--- config.mk ---
export PLATFORM = sky130hd
export DESIGN_NAME = bp_match_unit
export DESIGN_NICKNAME = d
export VERILOG_FILES = /design/src/rtl/bpm_pkg.sv /design/src/rtl/bp_slot_decode.sv /design/src/rtl/bp_range_cmp.sv /design/src/rtl/bp_slot_match.sv /design/src/rtl/bp_match_unit.sv
export SDC_FILE = /design/constraint.sdc
export NUM_CORES = 1
export LEC_CHECK = 0
export BUFFER_PORTS_ARGS = -buffer_cell sky130_fd_sc_hd__buf_4
export CORE_MARGIN = 2
export CORE_UTILIZATION = 31
export CTS_CLUSTER_SIZE = 12
export DETAILED_ROUTE_END_ITERATION = 8
export PLACE_DENSITY = 0.6
export SLEW_MARGIN = 40
export SYNTH_ARGS = -nofsm -noshare
export SYNTH_HDL_FRONTEND = slang
export SYNTH_SLANG_ARGS = --single-unit
--- constraint.sdc ---
create_clock -name clk -period 6.7 [get_ports clk]
set_input_delay 0.67 -clock clk [delete_from_list [all_inputs] [get_ports clk]]
set_output_delay 0.67 -clock clk [all_outputs]
set_load 0.05 [all_outputs]
--- src/rtl/bpm_pkg.sv ---
package bpm_pkg;

    localparam int NSLOT        = 4;
    localparam int AW           = 32;
    localparam int PW           = 16;
    localparam int DSW          = 4;
    localparam int ISW          = 3;
    localparam int CW           = 32;
    localparam int LENW         = 4;
    localparam int KIND_BASE    = 16;
    localparam int LEN_BASE     = 18;
    localparam int FIELD_STRIDE = 4;

    typedef enum logic [1:0] {
        KIND_INSN = 2'b00,
        KIND_DWR  = 2'b01,
        KIND_IO   = 2'b10,
        KIND_DRW  = 2'b11
    } slot_kind_e;

    typedef enum logic [1:0] {
        CLS_NONE,
        CLS_INSN,
        CLS_DATA,
        CLS_IO
    } acc_class_e;

    typedef struct packed {
        logic             en;
        slot_kind_e       kind;
        logic [LENW-1:0]  nbytes;
    } slot_cfg_t;

    // length code 2 covers eight bytes, every other code c covers c+1
    function automatic logic [LENW-1:0] len_decode(input logic [1:0] code);
        if (code == 2'b10)
            return LENW'(8);
        return LENW'(code) + LENW'(1);
    endfunction

endpackage

--- src/rtl/bp_slot_decode.sv ---
module bp_slot_decode
    import bpm_pkg::*;
#(
    parameter int IDX = 0
) (
    input  logic [CW-1:0] ctrl,
    output slot_cfg_t     cfg
);
    localparam int EN_LO  = 2 * IDX;
    localparam int KIND_LO = KIND_BASE + FIELD_STRIDE * IDX;
    localparam int LEN_LO  = LEN_BASE + FIELD_STRIDE * IDX;

    always_comb begin
        cfg.en     = ctrl[EN_LO] | ctrl[EN_LO + 1];
        cfg.kind   = slot_kind_e'(ctrl[KIND_LO +: 2]);
        cfg.nbytes = len_decode(ctrl[LEN_LO +: 2]);
    end
endmodule

--- src/rtl/bp_range_cmp.sv ---
module bp_range_cmp #(
    parameter int AW   = 32,
    parameter int LW_A = 4,
    parameter int LW_B = 4
) (
    input  logic [AW-1:0]   a_base,
    input  logic [LW_A-1:0] a_len,
    input  logic [AW-1:0]   b_base,
    input  logic [LW_B-1:0] b_len,
    output logic            overlap
);
    localparam int W = AW + 1;

    logic [W-1:0] a_lo, a_hi, b_lo, b_hi;

    always_comb begin
        a_lo = {1'b0, a_base};
        b_lo = {1'b0, b_base};
        a_hi = a_lo + W'(a_len) - W'(1);
        b_hi = b_lo + W'(b_len) - W'(1);
        overlap = (a_hi >= b_lo) && (a_lo <= b_hi);
    end
endmodule

--- src/rtl/bp_slot_match.sv ---
module bp_slot_match
    import bpm_pkg::*;
(
    input  slot_cfg_t        cfg,
    input  logic [AW-1:0]    base,
    input  logic [AW-1:0]    ip,
    input  logic [AW-1:0]    d_addr,
    input  logic [DSW-1:0]   d_size,
    input  logic             d_write,
    input  logic [PW-1:0]    io_port,
    input  logic [ISW-1:0]   io_size,
    output logic             m_insn,
    output logic             m_data,
    output logic             m_io
);
    logic data_ovl;
    logic io_ovl;

    bp_range_cmp #(.AW(AW), .LW_A(DSW), .LW_B(LENW)) u_data_cmp (
        .a_base (d_addr),
        .a_len  (d_size),
        .b_base (base),
        .b_len  (cfg.nbytes),
        .overlap(data_ovl)
    );

    bp_range_cmp #(.AW(AW), .LW_A(ISW), .LW_B(LENW)) u_io_cmp (
        .a_base (AW'(io_port)),
        .a_len  (io_size),
        .b_base (base),
        .b_len  (cfg.nbytes),
        .overlap(io_ovl)
    );

    always_comb begin
        m_insn = (cfg.kind == KIND_INSN) && (base == ip);
        unique case (cfg.kind)
            KIND_DWR: m_data = data_ovl && d_write;
            KIND_DRW: m_data = data_ovl;
            default:  m_data = 1'b0;
        endcase
        m_io = cfg.en && (cfg.kind == KIND_IO) && io_ovl;
    end
endmodule

--- src/rtl/bp_match_unit.sv ---
module bp_match_unit
    import bpm_pkg::*;
(
    input  logic                clk,
    input  logic                rst,
    input  logic [CW-1:0]       ctrl,
    input  logic [NSLOT*AW-1:0] slot_addr,
    input  logic [AW-1:0]       ip,
    input  logic                ip_valid,
    input  logic [AW-1:0]       next_ip,
    input  logic                force_upd,
    input  logic [AW-1:0]       d_addr,
    input  logic [DSW-1:0]      d_size,
    input  logic                d_write,
    input  logic                d_valid,
    input  logic [PW-1:0]       io_port,
    input  logic [ISW-1:0]      io_size,
    input  logic                io_valid,
    output logic [NSLOT-1:0]    hit_vec,
    output logic                status_wr,
    output logic                dbg_req,
    output logic [AW-1:0]       resume_ip
);
    slot_cfg_t        cfg   [NSLOT];
    logic [NSLOT-1:0] en_vec;
    logic [NSLOT-1:0] m_insn, m_data, m_io;

    for (genvar s = 0; s < NSLOT; s++) begin : g_slot
        bp_slot_decode #(.IDX(s)) u_dec (
            .ctrl(ctrl),
            .cfg (cfg[s])
        );

        bp_slot_match u_match (
            .cfg    (cfg[s]),
            .base   (slot_addr[s*AW +: AW]),
            .ip     (ip),
            .d_addr (d_addr),
            .d_size (d_size),
            .d_write(d_write),
            .io_port(io_port),
            .io_size(io_size),
            .m_insn (m_insn[s]),
            .m_data (m_data[s]),
            .m_io   (m_io[s])
        );

        assign en_vec[s] = cfg[s].en;
    end

    acc_class_e       cls;
    logic [NSLOT-1:0] nx_hits;
    logic             nx_wr, nx_dbg;
    logic [AW-1:0]    nx_resume;

    always_comb begin
        if (ip_valid)      cls = CLS_INSN;
        else if (d_valid)  cls = CLS_DATA;
        else if (io_valid) cls = CLS_IO;
        else               cls = CLS_NONE;
    end

    always_comb begin
        nx_hits   = '0;
        nx_wr     = 1'b0;
        nx_dbg    = 1'b0;
        nx_resume = '0;
        unique case (cls)
            CLS_INSN, CLS_DATA: begin
                nx_hits   = (cls == CLS_INSN) ? m_insn : m_data;
                nx_dbg    = |(nx_hits & en_vec);
                nx_wr     = nx_dbg | force_upd;
                nx_resume = ip;
            end
            CLS_IO: begin
                nx_hits   = m_io;
                nx_dbg    = |m_io;
                nx_wr     = nx_dbg;
                nx_resume = nx_dbg ? next_ip : '0;
            end
            default: ;
        endcase
    end

    always_ff @(posedge clk) begin
        if (rst) begin
            hit_vec   <= '0;
            status_wr <= 1'b0;
            dbg_req   <= 1'b0;
            resume_ip <= '0;
        end else begin
            hit_vec   <= nx_hits;
            status_wr <= nx_wr;
            dbg_req   <= nx_dbg;
            resume_ip <= nx_resume;
        end
    end
endmodule

Word-level counts from Yosys, hierarchy flattened:

Cells that the tools add are included.

* bitwise gates (word level): 6
* $add $sub $neg: 16
* multiplexer cells: 25
* reduce and logical (&&, ||, !) cells: 31
* eq/ne operators: 23
* magnitude comparators: 16

Operators by type and width (number)
* $ge A33 B32 Y1: 8
* $sub A33 B1 Y33 const B: 6
* $add A32 B4 Y33: 5
* $le A16 B33 Y1: 4
* $le A32 B33 Y1: 4
* $eq A32 B32 Y1: 4
* $pmux W32 S2: 1
* $mux W4: 9
* $mux W32: 1
* $eq A2 B2 Y1 const B: 14
* $logic_and A1 B1 Y1: 24
* $add A16 B3 Y17: 1
* $add A2 B1 Y3 const B: 4
* $pmux W1 S2: 6
* $eq A2 B1 Y1 const B: 5
* $logic_not A2 Y1: 4
* $pmux W4 S2: 1
* $reduce_or A4 Y1: 2
* $mux W2: 3
* $or A1 B1 Y1: 5
* $and A4 B4 Y4: 1
* $mux W1: 4
* $reduce_or A2 Y1: 1

* input bits: 286
* output and inout port bits: 38
* logic and storage cells: 121
* flip-flop bits (word level): 38

Longest topological paths before layout:

Gate-level depths: netlist of the first run.

* depth in word-level cells: 14
* mapped depth: 29
* mapped depth without buffers: 27

Modules after synthesis:

Synthesis of the first run repeated with hierarchy kept, for this count alone.

* cells, all modules: 5632
* area, all modules: 41619.9 µm²

By module, submodules not included
* bp_range_cmp (g_slot[1].u_match.u_io_cmp ...): cells each 658, area each 4827.1 µm², instances 2, seq. area each 0.0 µm²
* bp_range_cmp (g_slot[0].u_match.u_data_cmp): cells each 696, area each 4941.0 µm², instances 1, seq. area each 0.0 µm²
* bp_range_cmp (g_slot[1].u_match.u_data_cmp): cells each 656, area each 4820.9 µm², instances 1, seq. area each 0.0 µm²
* bp_range_cmp (g_slot[2].u_match.u_data_cmp): cells each 649, area each 4774.6 µm², instances 1, seq. area each 0.0 µm²
* bp_range_cmp (g_slot[3].u_match.u_data_cmp): cells each 653, area each 4750.8 µm², instances 1, seq. area each 0.0 µm²
* bp_range_cmp (g_slot[0].u_match.u_io_cmp): cells each 648, area each 4717.0 µm², instances 1, seq. area each 0.0 µm²
* bp_range_cmp (g_slot[3].u_match.u_io_cmp): cells each 651, area each 4682.0 µm², instances 1, seq. area each 0.0 µm²
* bp_match_unit: cells each 147, area each 1567.8 µm², instances 1, seq. area each 760.7 µm²
* bp_slot_match: cells each 47, area each 380.4 µm², instances 4, seq. area each 0.0 µm²
* bp_slot_decode: cells each 7, area each 47.5 µm², instances 4, seq. area each 0.0 µm²

Worst setup path after synthesis of the first run:

No wires, ideal clock.

* kind: in2reg
* start: input io_port[0]
* end: register resume_ip[16]
* stages: 25
* path buffers: 3
* setup time: 117 ps
* path slack: 379 ps
* arrival: 6203 ps
* data required time: 6583 ps
* path through: ha_1 > inv_1 > fa_1 > inv_1 > a21oi_1 > or2_2 > nor2_1 > nand2_1 > a211oi_1 > o21ai_0 > clkbuf_1 > a2111oi_0 > ha_1 > a21o_1 > a21o_1 > a21oi_1 > o221ai_1 > a211oi_1 > a31oi_1 > o311ai_0 > a41oi_1 > or4_1 > buf_6 > buf_8 > a32o_1

* cells in the longest elaborated chain, start to end: 8
* elaborated cells between the ends (all ways): 21
* classes of those cells: 2 x add/sub; 8 x order compare; 2 x mux; 9 x reduce/logical

RTL lines
* from (decl): RTL line bp_match_unit.sv:16 `input logic [PW-1:0] io_port,`
* $add A16 B3 Y17: RTL line bp_range_cmp.sv:19 `a_hi = a_lo + W'(a_len) - W'(1);`
* $sub A33 B1 Y33: RTL line bp_range_cmp.sv:19
* $ge A33 B32 Y1: RTL line bp_range_cmp.sv:21 `overlap = (a_hi >= b_lo) && (a_lo <= b_hi);`
* $logic_and A1 B1 Y1: RTL line bp_range_cmp.sv:21
* $logic_and A1 B1 Y1: RTL line bp_slot_match.sv:42 `m_io = cfg.en && (cfg.kind == KIND_IO) && io_ovl;`
* $reduce_or A4 Y1 *: RTL line bp_match_unit.sv:77 `nx_dbg = |m_io;`
* $mux W32 *: RTL line bp_match_unit.sv:79 `nx_resume = nx_dbg ? next_ip : '0;`
* $pmux W32 S2 *: RTL line bp_match_unit.sv:68 `unique case (cls)`
* to (signal assigned): RTL line bp_match_unit.sv:95 `resume_ip <= nx_resume;`
* to (decl): RTL line bp_match_unit.sv:22 `output logic [AW-1:0] resume_ip`

Mark *: on every way between the ends. The rest lies on a longest branch, timed or not.
A chain may end at the register's enable or synchronous reset.

Worst setup path in the final report of the first run:

* start: input d_addr[1]
* end: register status_wr

* cells in the longest elaborated chain, start to end: 11
* elaborated cells between the ends (all ways): 27
* classes of those cells: 2 x add/sub; 8 x order compare; 6 x mux; 2 x bitwise; 9 x reduce/logical

RTL lines
* from (decl): RTL line bp_match_unit.sv:12 `input logic [AW-1:0] d_addr,`
* $add A32 B4 Y33: RTL line bp_range_cmp.sv:19
* $sub A33 B1 Y33: RTL line bp_range_cmp.sv:19
* $ge A33 B32 Y1: RTL line bp_range_cmp.sv:21
* $logic_and A1 B1 Y1: RTL line bp_range_cmp.sv:21
* $logic_and A1 B1 Y1: RTL line bp_slot_match.sv:38 `KIND_DWR: m_data = data_ovl && d_write;`
* $pmux W1 S2: RTL line bp_slot_match.sv:37 `unique case (cfg.kind)`
* $mux W4 *: RTL line bp_match_unit.sv:70 `nx_hits = (cls == CLS_INSN) ? m_insn : m_data;`
* $and A4 B4 Y4 *: RTL line bp_match_unit.sv:71 `nx_dbg = |(nx_hits & en_vec);`
* $reduce_or A4 Y1 *: RTL line bp_match_unit.sv:71
* $or A1 B1 Y1 *: RTL line bp_match_unit.sv:72 `nx_wr = nx_dbg | force_upd;`
* $pmux W1 S2 *: RTL line bp_match_unit.sv:68
* to (signal assigned): RTL line bp_match_unit.sv:93 `status_wr <= nx_wr;`
* to (decl): RTL line bp_match_unit.sv:20 `output logic status_wr,`

Marks and branches as above.

==> results.md, run 1 <==
- Post-DRT Antenna Nets: 0
- DRT iter0 DRCs: 2,455
- RSZ-0062 raised after global routing: false
- WP data required: 6.89 ns
- Cells after Synth: 3,106
- Hold WS: 0.5472 ns
- Setup Viol. Count Final: 0
- Synth cell types: 88
- Worst vdd ir: 0.0001151 V
- Die ar.: 77,530 um^2
- Final Util: 36.76%
- P&R area growth vs syn: 17.21%
- Net Sw Frac: 54.25%
- CTS Root Cell: clkbuf_16
- CP max stage delay: 0.52 ns
- CTS tree: yes
- Worst endpoint data arrival time: 6.53 ns
- Hold Path Class: in -> reg
- Period minus WS final: 6.331 ns
- Ys flop type: dfxtp_1
- Fmax: 157.9 MHz
- Wirelength, routed: 110.0 mm
- Total GRT Usage: 27.31%
- HPWL reported at the end of detailed placement: 97.59 mm
- Clk pwr share: 9.4%
- Chip width: 278.5 um
- Period utilisation layout: 94.50%
- Async SR Flop Fraction: 0%
- EDFF count, synth: 0
- Syn_nets: 4,029
- Total Power: 3.705 mW
- Vias per inst: 5.927
- Worst Setup EP: status_wr
- Initial Util: 31.36%
- Worst slew pin tran: 0.8549 ns
- GP Congestion: 1.056
- Yosys reg bits: 38
- Htree depth: 2
- Critical path launch point type: primary input
- Commonest non-fill, non-tap cells in the layout: ha_1 (631), buf_4 (390), a21oi_1 (281)
- Buf/Inv on CP: 3
- Critical path class: in -> reg
- Gr ovfl total: 0
- Fill count: 7,898
- Avg WL per Cell: 25.09 um
- Logic pwr share: 84.0%
- Placed instance area: 27,130 um^2
- Core Area: 74,450 um^2
- Sequential element share of the synthesized area: 3.258%
- CTS clock-pin slew for the worst setup and hold paths: 0.08 ns
- First-pass GRT wire length: 157.0 mm
- Share of cells above drive strength 1: 13.11%
- I/O pins: 324
- Outcome: finished clean
- Psw: 2.010 mW
- Commonest non-fill, non-tap cell in the layout: ha_1
- Post-CTS Setup Bufs: 0
- Pwr dens: 135.4 nW/um^2
- Final instance area: 27,370 um^2
- Max-Cap Viols: 0
- # port buffers: 315
- Largest net degree at the start of global routing: 28
- Setup TNS: 0 ns
- Lkg Pwr: 13.68 nW
- Antenna violations before repair: 3
- Crit path from: d_addr[1]
- Pins Over Slew Limit: 0
- CP max stage cell: xor2_1
- First drt pass iteration count: 5
- TritonCTS Sinks: 38
- Die height: 278.5 um
- Cell depth of the worst setup path: 27
- DR vias: 25,970
- Vias in the first global route: 25,270
- Slew headroom: 42.82%
- Mapped Area: 23,350 um^2
- Nets: 4,332
- CTS Buf Count: 5
- FP Rows: 100
- Crit-path max FO: 4
- DRC: 0
- Hold Vio Cnt, Final: 0
- Average size of a mapped cell: 7.518 um^2
- Reg power frac: 6.6%
- Max clock buf depth: 2
- Synth warnings: 0
- Worst setup EP type: flop
- Internal: 1.695 mW
- Delay-heaviest family, CP: compound AO/OA/AOI/OAI gates
[layer usage]
metal  routed length [um]  vias to the layer above  track usage, %
li1                     -                    12290               -
met1                45620                    12470           34.81
met2                50580                     1031           46.22
met3                 7305                      188           1.746
met4                 6445                        0           14.28
met5                    0                        -               0
[logic make-up (layout without fill, tap and decap cells)]
group	Yosys count	count (layout)	share of synthesized area, %
AO/OA/AOI/OAI	988	988	28.12
multiplexers	4	4	0.1768
AND/OR/NAND/NOR	795	795	17.55
buffers and inverters	364	668	6.066
flip-flops	38	38	3.258
XOR/XNOR	280	280	10.50
adder cells (fa/ha/maj)	637	637	34.33
other	0	3	0
[tightest hold or removal path, stage by stage]
cell and delay (ns):
buf_4 0.08, nand2_1 0.04, nand4_1 0.05
[sequential cells by signal, summed over array words and instances (netlist names)]
register,flops
status_wr,1
dbg_req,1
resume_ip,32
hit_vec,4
[final cells by class]
class	instances	area, um^2	share of cell area, %
diodes	3	7.507	0.02743
clock buffers	5	125.1	0.4572
clock inverters	3	68.82	0.2514
inverters	269	1010	3.689
multi-input cells	2704	21240	77.59
flip-flops and latches	38	760.7	2.780
well taps	969	1212	4.430
repair buffers	391	2948	10.77
[worst min path at each step]
stage	to	startpoint	depth (start not counted)	slack [ns]
CTS	status_wr	force_upd	3	0.54
floorplan	status_wr	force_upd	2	0.78
detailed placement	status_wr	force_upd	3	0.88
global placement	status_wr	force_upd	3	0.88
finish	status_wr	force_upd	3	0.55
global route	status_wr	force_upd	3	0.55
[timing repair]
item,in CTS,in global routing
setup endpoints to repair,0,34
endpoints found under the hold margin,0,0
gates resized for setup,0,8
hold buffers,0,0
[synthesized netlist by cell type (9+ instances only)]
cell       number  area (um^2)
a31oi_1        18        112.6
ha_1          631         7895
nand3_1        76        380.4
nand2_1       186        698.2
xor2_1        127         1112
nand2b_1       30        187.7
clkbuf_1       79        296.5
nor2b_1        39        244.0
and2_1         15        93.84
or3_1          11        68.82
nand4_1       130        813.3
inv_1         269         1010
o221ai_1        9        78.83
a21oi_1       281         1406
a221oi_1       10        87.58
o21bai_1       16        120.1
o211ai_1       37        277.8
nor4_1         36        225.2
xnor2_1       153         1340
dfxtp_1        38        760.7
a21o_1        176         1321
o31ai_1        13        97.59
o21ai_0       181        905.9
o21a_1         42        315.3
a211o_1         9        78.83
a211oi_1       41        307.8
nor3_1         55        275.3
nor2_1        137        514.2
and3_1         28        175.2
or2_2          10        62.56
a32o_1         32        320.3
a2111oi_0      19        166.4
[power groups by stage]
| stage | sequential [mW] | clock, mW | combinational (mW) |
|---|---|---|---|
| after floorplan | 0.295 | 0 | 1.96 |
| after global placement | 0.249 | 0 | 3.01 |
| after detailed placement | 0.249 | 0 | 3.04 |
| after CTS | 0.244 | 0.354 | 3.05 |
| after global routing | 0.245 | 0.363 | 3.42 |
| final | 0.243 | 0.350 | 3.11 |
[per-stage QoR]
step                      worst slack (ns)  cells
after detailed placement           -0.1096   4371
final                               0.3685   4382
after CTS                           0.2061   4379
after floorplan                     0.3793   3106
after global routing               0.04029   4381
after global placement            0.007858   4371
No activity file was read; power rests on OpenSTA's default activity.
==> run 2, diff against run 1 <==
==> constraint.sdc (replaced) <==
create_clock -name clk -period 6.7 [get_ports clk]
set_input_delay 0 -clock clk [delete_from_list [all_inputs] [get_ports clk]]
set_output_delay 0 -clock clk [all_outputs]
set_load 0.05 [all_outputs]
==> run 2 against run 1 <==
  * First-iteration DRC count grew 2.9%
  * Sequential share of layout area barely moved
  * Critical path depth rose by 1
  * Non-clock buffer count is 14 lower
  * Largest power group unchanged
==> results.md, run 2 (synthesis results as in run 1) <==
- Post-layout worst setup margin: 0.2790 ns
- Worst Setup EP: resume_ip[2]
- Vias per inst: 5.937
- Chip width: 278.5 um
- Initial Util: 31.36%
- Worst vdd ir: 0.00009277 V
- Hold Path Class: in -> reg
- Critical path class: in -> reg
- Cells after DPL: 4,323
- # port buffers: 315
- Slew headroom: 39.09%
- Avg WL per Cell: 25.15 um
- Worst Hold Launch: ip[3]
- Lkg Pwr: 13.59 nW
- Pins Over Slew Limit: 0
- Largest net degree at the start of global routing: 28
- Die height: 278.5 um
- Regs by FF count: resume_ip (32), hit_vec (4)
- Antenna violations before repair: 3
- Total GRT Usage: 27.30%
- CP max stage delay: 0.70 ns
- Crit path from: io_port[1]
- Vias in the first global route: 25,140
- Fmax: 155.7 MHz
- Most used cell, CP: a21o_1
- Max FFs per register: 32
- Post-DRT Antenna Nets: 0
- CP max stage cell: or4_1
- Hold Vio Cnt, Final: 0
- I/O pins: 324
- Htree depth: 2
- Final instance area: 27,350 um^2
- Period utilisation layout: 95.84%
- Setup Viol. Count Final: 0
- CTS Buf Count: 5
- Core Area: 74,450 um^2
- CTS tree: yes
- Outcome: finished clean
- FP Rows: 100
- TritonCTS Sinks: 38
- Placed instance area: 26,770 um^2
- Wirelength, routed: 109.8 mm
- Worst endpoint data arrival time: 6.63 ns
- Cell depth of the worst setup path: 28
- Worst setup EP type: flop
- Commonest non-fill, non-tap cells in the layout: ha_1 (631), buf_4 (342), a21oi_1 (280)
- Buf/Inv on CP: 5
- Period minus WS final: 6.421 ns
- First-pass GRT wire length: 156.9 mm
- CTS clock-pin slew for the worst setup and hold paths: 0.07 ns
- Fill count: 8,004
- DRC: 0
- RSZ-0062 raised after global routing: false
- P&R area growth vs syn: 17.11%
- Gr ovfl total: 0
- Max clock buf depth: 2
- Commonest non-fill, non-tap cell in the layout: ha_1
- Setup TNS: 0 ns
- Nets: 4,318
- Multi-input logic area: 21,240 um^2
- Post-CTS Setup Bufs: 0
- Final Non-Filler Cells: 4,366
- Max-Cap Viols: 0
- First drt pass iteration count: 6
- Crit-path max FO: 20
- Final Util: 36.73%
- Delay-heaviest family, CP: compound AO/OA/AOI/OAI gates
- CTS Root Cell: clkbuf_16
- HPWL reported at the end of detailed placement: 96.26 mm
- Top reg by flops: resume_ip
- Post-Place Setup Slack: 0.2651 ns
- Critical path launch point type: primary input
- Share of cells above drive strength 1: 11.75%
- FF/Latch Area: 760.7 um^2
- GP Congestion: 1.042
- WP data required: 6.91 ns
- Worst slew pin tran: 0.9067 ns
- Die ar.: 77,530 um^2
- DR vias: 25,920
- Pwr dens: 134.5 nW/um^2
- DRT iter0 DRCs: 2,527
-- run 2: cell type report --
type                            instances  area share, %
Tap cell                              969          4.434
Sequential cell                        38          2.782
Clock inverter                          3         0.2516
Antenna cell                            1       0.009151
Clock buffer                            5         0.4575
Multi-Input combinational cell       2704          77.67
Inverter                              269          3.692
Timing Repair Buffer                  377          10.71
-- run 2: how the worst min path moves through the flow --
stage              endpoint  cells after the start  slack [ns]
6_report       resume_ip[3]                      2       0.004
5_1_grt        resume_ip[1]                      2       0.009
3_5_place_dp      status_wr                      3        0.21
3_3_place_gp      status_wr                      3        0.21
2_1_floorplan     status_wr                      2        0.11
4_1_cts        resume_ip[1]                      2       0.001
-- run 2: power by group --
| group | leakage [nW] | switching (mW) | internal (mW) |
|---|---|---|---|
| clock network | 0.0940 | 0.136 | 0.215 |
| logic | 13.2 | 1.86 | 1.23 |
| registers | 0.311 | 0.00344 | 0.239 |
-- run 2: repair_timing --
| action | CTS | global route |
|---|---|---|
| hold endpoints to repair | 33 | 0 |
| endpoints found under the setup margin | 0 | 1 |
| hold buffers | 34 | 0 |
| resized for setup | 0 | 9 |
-- run 2: through the flow --
| step | power [mW] | hold WS [ns] |
|---|---|---|
| finish | 3.679 | 0.004126 |
| global route | 4.006 | 0.009283 |
| CTS | 3.621 | 0.001462 |
| detailed placement | 3.241 | 0.2108 |
| global placement | 3.206 | 0.2054 |
| floorplan | 2.258 | 0.1115 |
-- run 2: metal layers --
metal | vias to the layer above | wire length [um] | GRT usage (%)
met5 | - | 0 | 0
met4 | 0 | 7138 | 15.41
met3 | 248 | 7762 | 3.056
met2 | 1074 | 50130 | 46.22
met1 | 12360 | 44780 | 33.58
li1 | 12230 | - | -
==> run 3, diff against run 2 <==
--- a/config.mk
+++ b/config.mk
@@ -12,4 +12,5 @@
 export DETAILED_ROUTE_END_ITERATION = 8
 export PLACE_DENSITY = 0.6
+export REMOVE_ABC_BUFFERS = 1
 export SLEW_MARGIN = 40
 export SYNTH_ARGS = -nofsm -noshare
==> constraint.sdc (replaced) <==
create_clock -name clk -period 6.7 [get_ports clk]
set_input_delay 1.34 -clock clk [delete_from_list [all_inputs] [get_ports clk]]
set_output_delay 1.34 -clock clk [all_outputs]
set_load 0.05 [all_outputs]
==> run 3 against run 2 <==
  * Non-clock buffer count rose by 250
  * Count of clock-buffer cells in the layout did not move
  * Cell area rose by 8.3%
  * Hold slack improved by 1.2 ns
  * Highest routed layer is now met5
==> results.md, run 3 (synthesis results as in run 1) <==
- Worst Hold Launch: force_upd
- FP Rows: 100
- Period minus WS final: 6.654 ns
- Commonest non-fill, non-tap cells in the layout: ha_1 (628), buf_4 (618), a21oi_1 (272)
- Worst endpoint data arrival time: 6.90 ns
- Hold Path Class: in -> reg
- CTS tree: yes
- Total Power: 3.961 mW
- DRT iter0 DRCs: 2,497
- Hold Vio Cnt, Final: 0
- P&R area growth vs syn: 26.80%
- Slew headroom: 31.16%
- Total GRT Usage: 27.97%
- Share of cells above drive strength 1: 20.63%
- WP data required: 6.95 ns
- CP max stage cell: a2111o_1
- Gr ovfl total: 0
- Setup Viol. Count Final: 0
- Regs by FF count: resume_ip (32), hit_vec (4)
- Hold depth: 3
- Period utilisation layout: 99.32%
- Fill count: 7,718
- Hold worst-path end: status_wr
- Largest net degree at the start of global routing: 38
- Die ar.: 77,530 um^2
- CTS Buf Count: 5
- Cells after DPL: 4,596
- Avg WL per Cell: 24.68 um
- First drt pass iteration count: 8
- Chip width: 278.5 um
- Crit-path max FO: 10
- Top reg by flops: resume_ip
- Buf/Inv on CP: 4
- # port buffers: 315
- Post-DRT Antenna Nets: 0
- Critical path launch point type: primary input
- Die height: 278.5 um
- Pins Over Slew Limit: 0
- Outcome: finished clean
- Lkg Pwr: 14.91 nW
- GP Congestion: 1.015
- Commonest non-fill, non-tap cell in the layout: ha_1
- TritonCTS Sinks: 38
- CTS clock-pin slew for the worst setup and hold paths: 0.07 ns
- Crit path from: io_port[1]
- Post-Place Setup Slack: -0.7402 ns
- Max clock buf depth: 2
- CP max stage delay: 0.47 ns
- Worst slew pin tran: 1.029 ns
- Initial Util: 31.36%
- Pwr dens: 133.8 nW/um^2
- Max FFs per register: 32
- Max-Cap Viols: 0
- Vias per inst: 5.821
- Post-layout worst setup margin: 0.04582 ns
- Core Area: 74,450 um^2
- Antenna diodes: 0
- Critical path class: in -> reg
- DRC: 0
- Most used cell, CP: buf_4
- First-pass GRT wire length: 160.8 mm
- HPWL reported at the end of detailed placement: 99.19 mm
- Final Non-Filler Cells: 4,615
- Delay-heaviest family, CP: simple AND/OR/NAND/NOR gates
- Antenna violations before repair: 1
- CTS Root Cell: clkbuf_16
- Worst setup EP type: flop
- RSZ-0062 raised after global routing: true
- Htree depth: 2
- DR vias: 26,860
- Fmax: 150.3 MHz
- I/O pins: 324
- Nets: 4,568
- Vias in the first global route: 25,900
- Wirelength, routed: 113.9 mm
- Worst vdd ir: 0.00009628 V
-- run 3: per-layer routing --
metal | wire [um] | track usage (%) | share of wire, % | vias up
met2 | 51880 | 47.10 | 46 | 1079
met4 | 7060 | 14.68 | 6.2 | 2
li1 | - | - | - | 12730
met1 | 46950 | 35.57 | 41 | 12830
met5 | 13 | 0 | 0.011 | -
met3 | 7987 | 2.208 | 7.0 | 232
-- run 3: what timing repair did --
action	CTS	global route
hold buffers	0	0
setup buffers	0	8
gates resized for setup	28	94
setup endpoints to repair	34	37
cloned	0	3
pin swaps	5	25
-- run 3: final cells by class --
| class | instances | area [um^2] | area share (%) |
|---|---|---|---|
| Sequential cell | 38 | 760.7 | 2.569 |
| Multi-Input combinational cell | 2704 | 21680 | 73.24 |
| Clock inverter | 3 | 45.04 | 0.1521 |
| Clock buffer | 5 | 125.1 | 0.4226 |
| Inverter | 269 | 1013 | 3.423 |
| Timing Repair Buffer | 627 | 4766 | 16.10 |
| Tap cell | 969 | 1212 | 4.095 |
-- run 3: how the worst max path moves through the flow --
stage,to,slack (ns),depth (start not counted)
after global placement,resume_ip[8],-0.65,27
after CTS,resume_ip[8],0.003,27
after global routing,resume_ip[8],-0.03,26
final,resume_ip[8],0.05,27
after floorplan,resume_ip[0],-0.55,22
after detailed placement,resume_ip[8],-0.74,27
-- run 3: through the flow --
stage | utilization (%) | instance area (um^2) | setup TNS, ns | hold slack (ns)
global route | 39.77 | 29610 | -0.1522 | 1.234
global placement | 38.71 | 28820 | -22.07 | 1.549
detailed placement | 38.71 | 28820 | -24.52 | 1.549
CTS | 39.10 | 29110 | 0 | 1.222
finish | 39.77 | 29610 | 0 | 1.225
floorplan | - | 22940 | -17.47 | 1.451
-- run 3: power by group --
| group | internal, mW | switching (mW) | total [mW] |
|---|---|---|---|
| Combinational | 1.45 | 1.96 | 3.41 |
| Sequential | 0.239 | 0.00341 | 0.242 |
| Clock | 0.177 | 0.135 | 0.312 |
| Total | 1.87 | 2.09 | 3.96 |
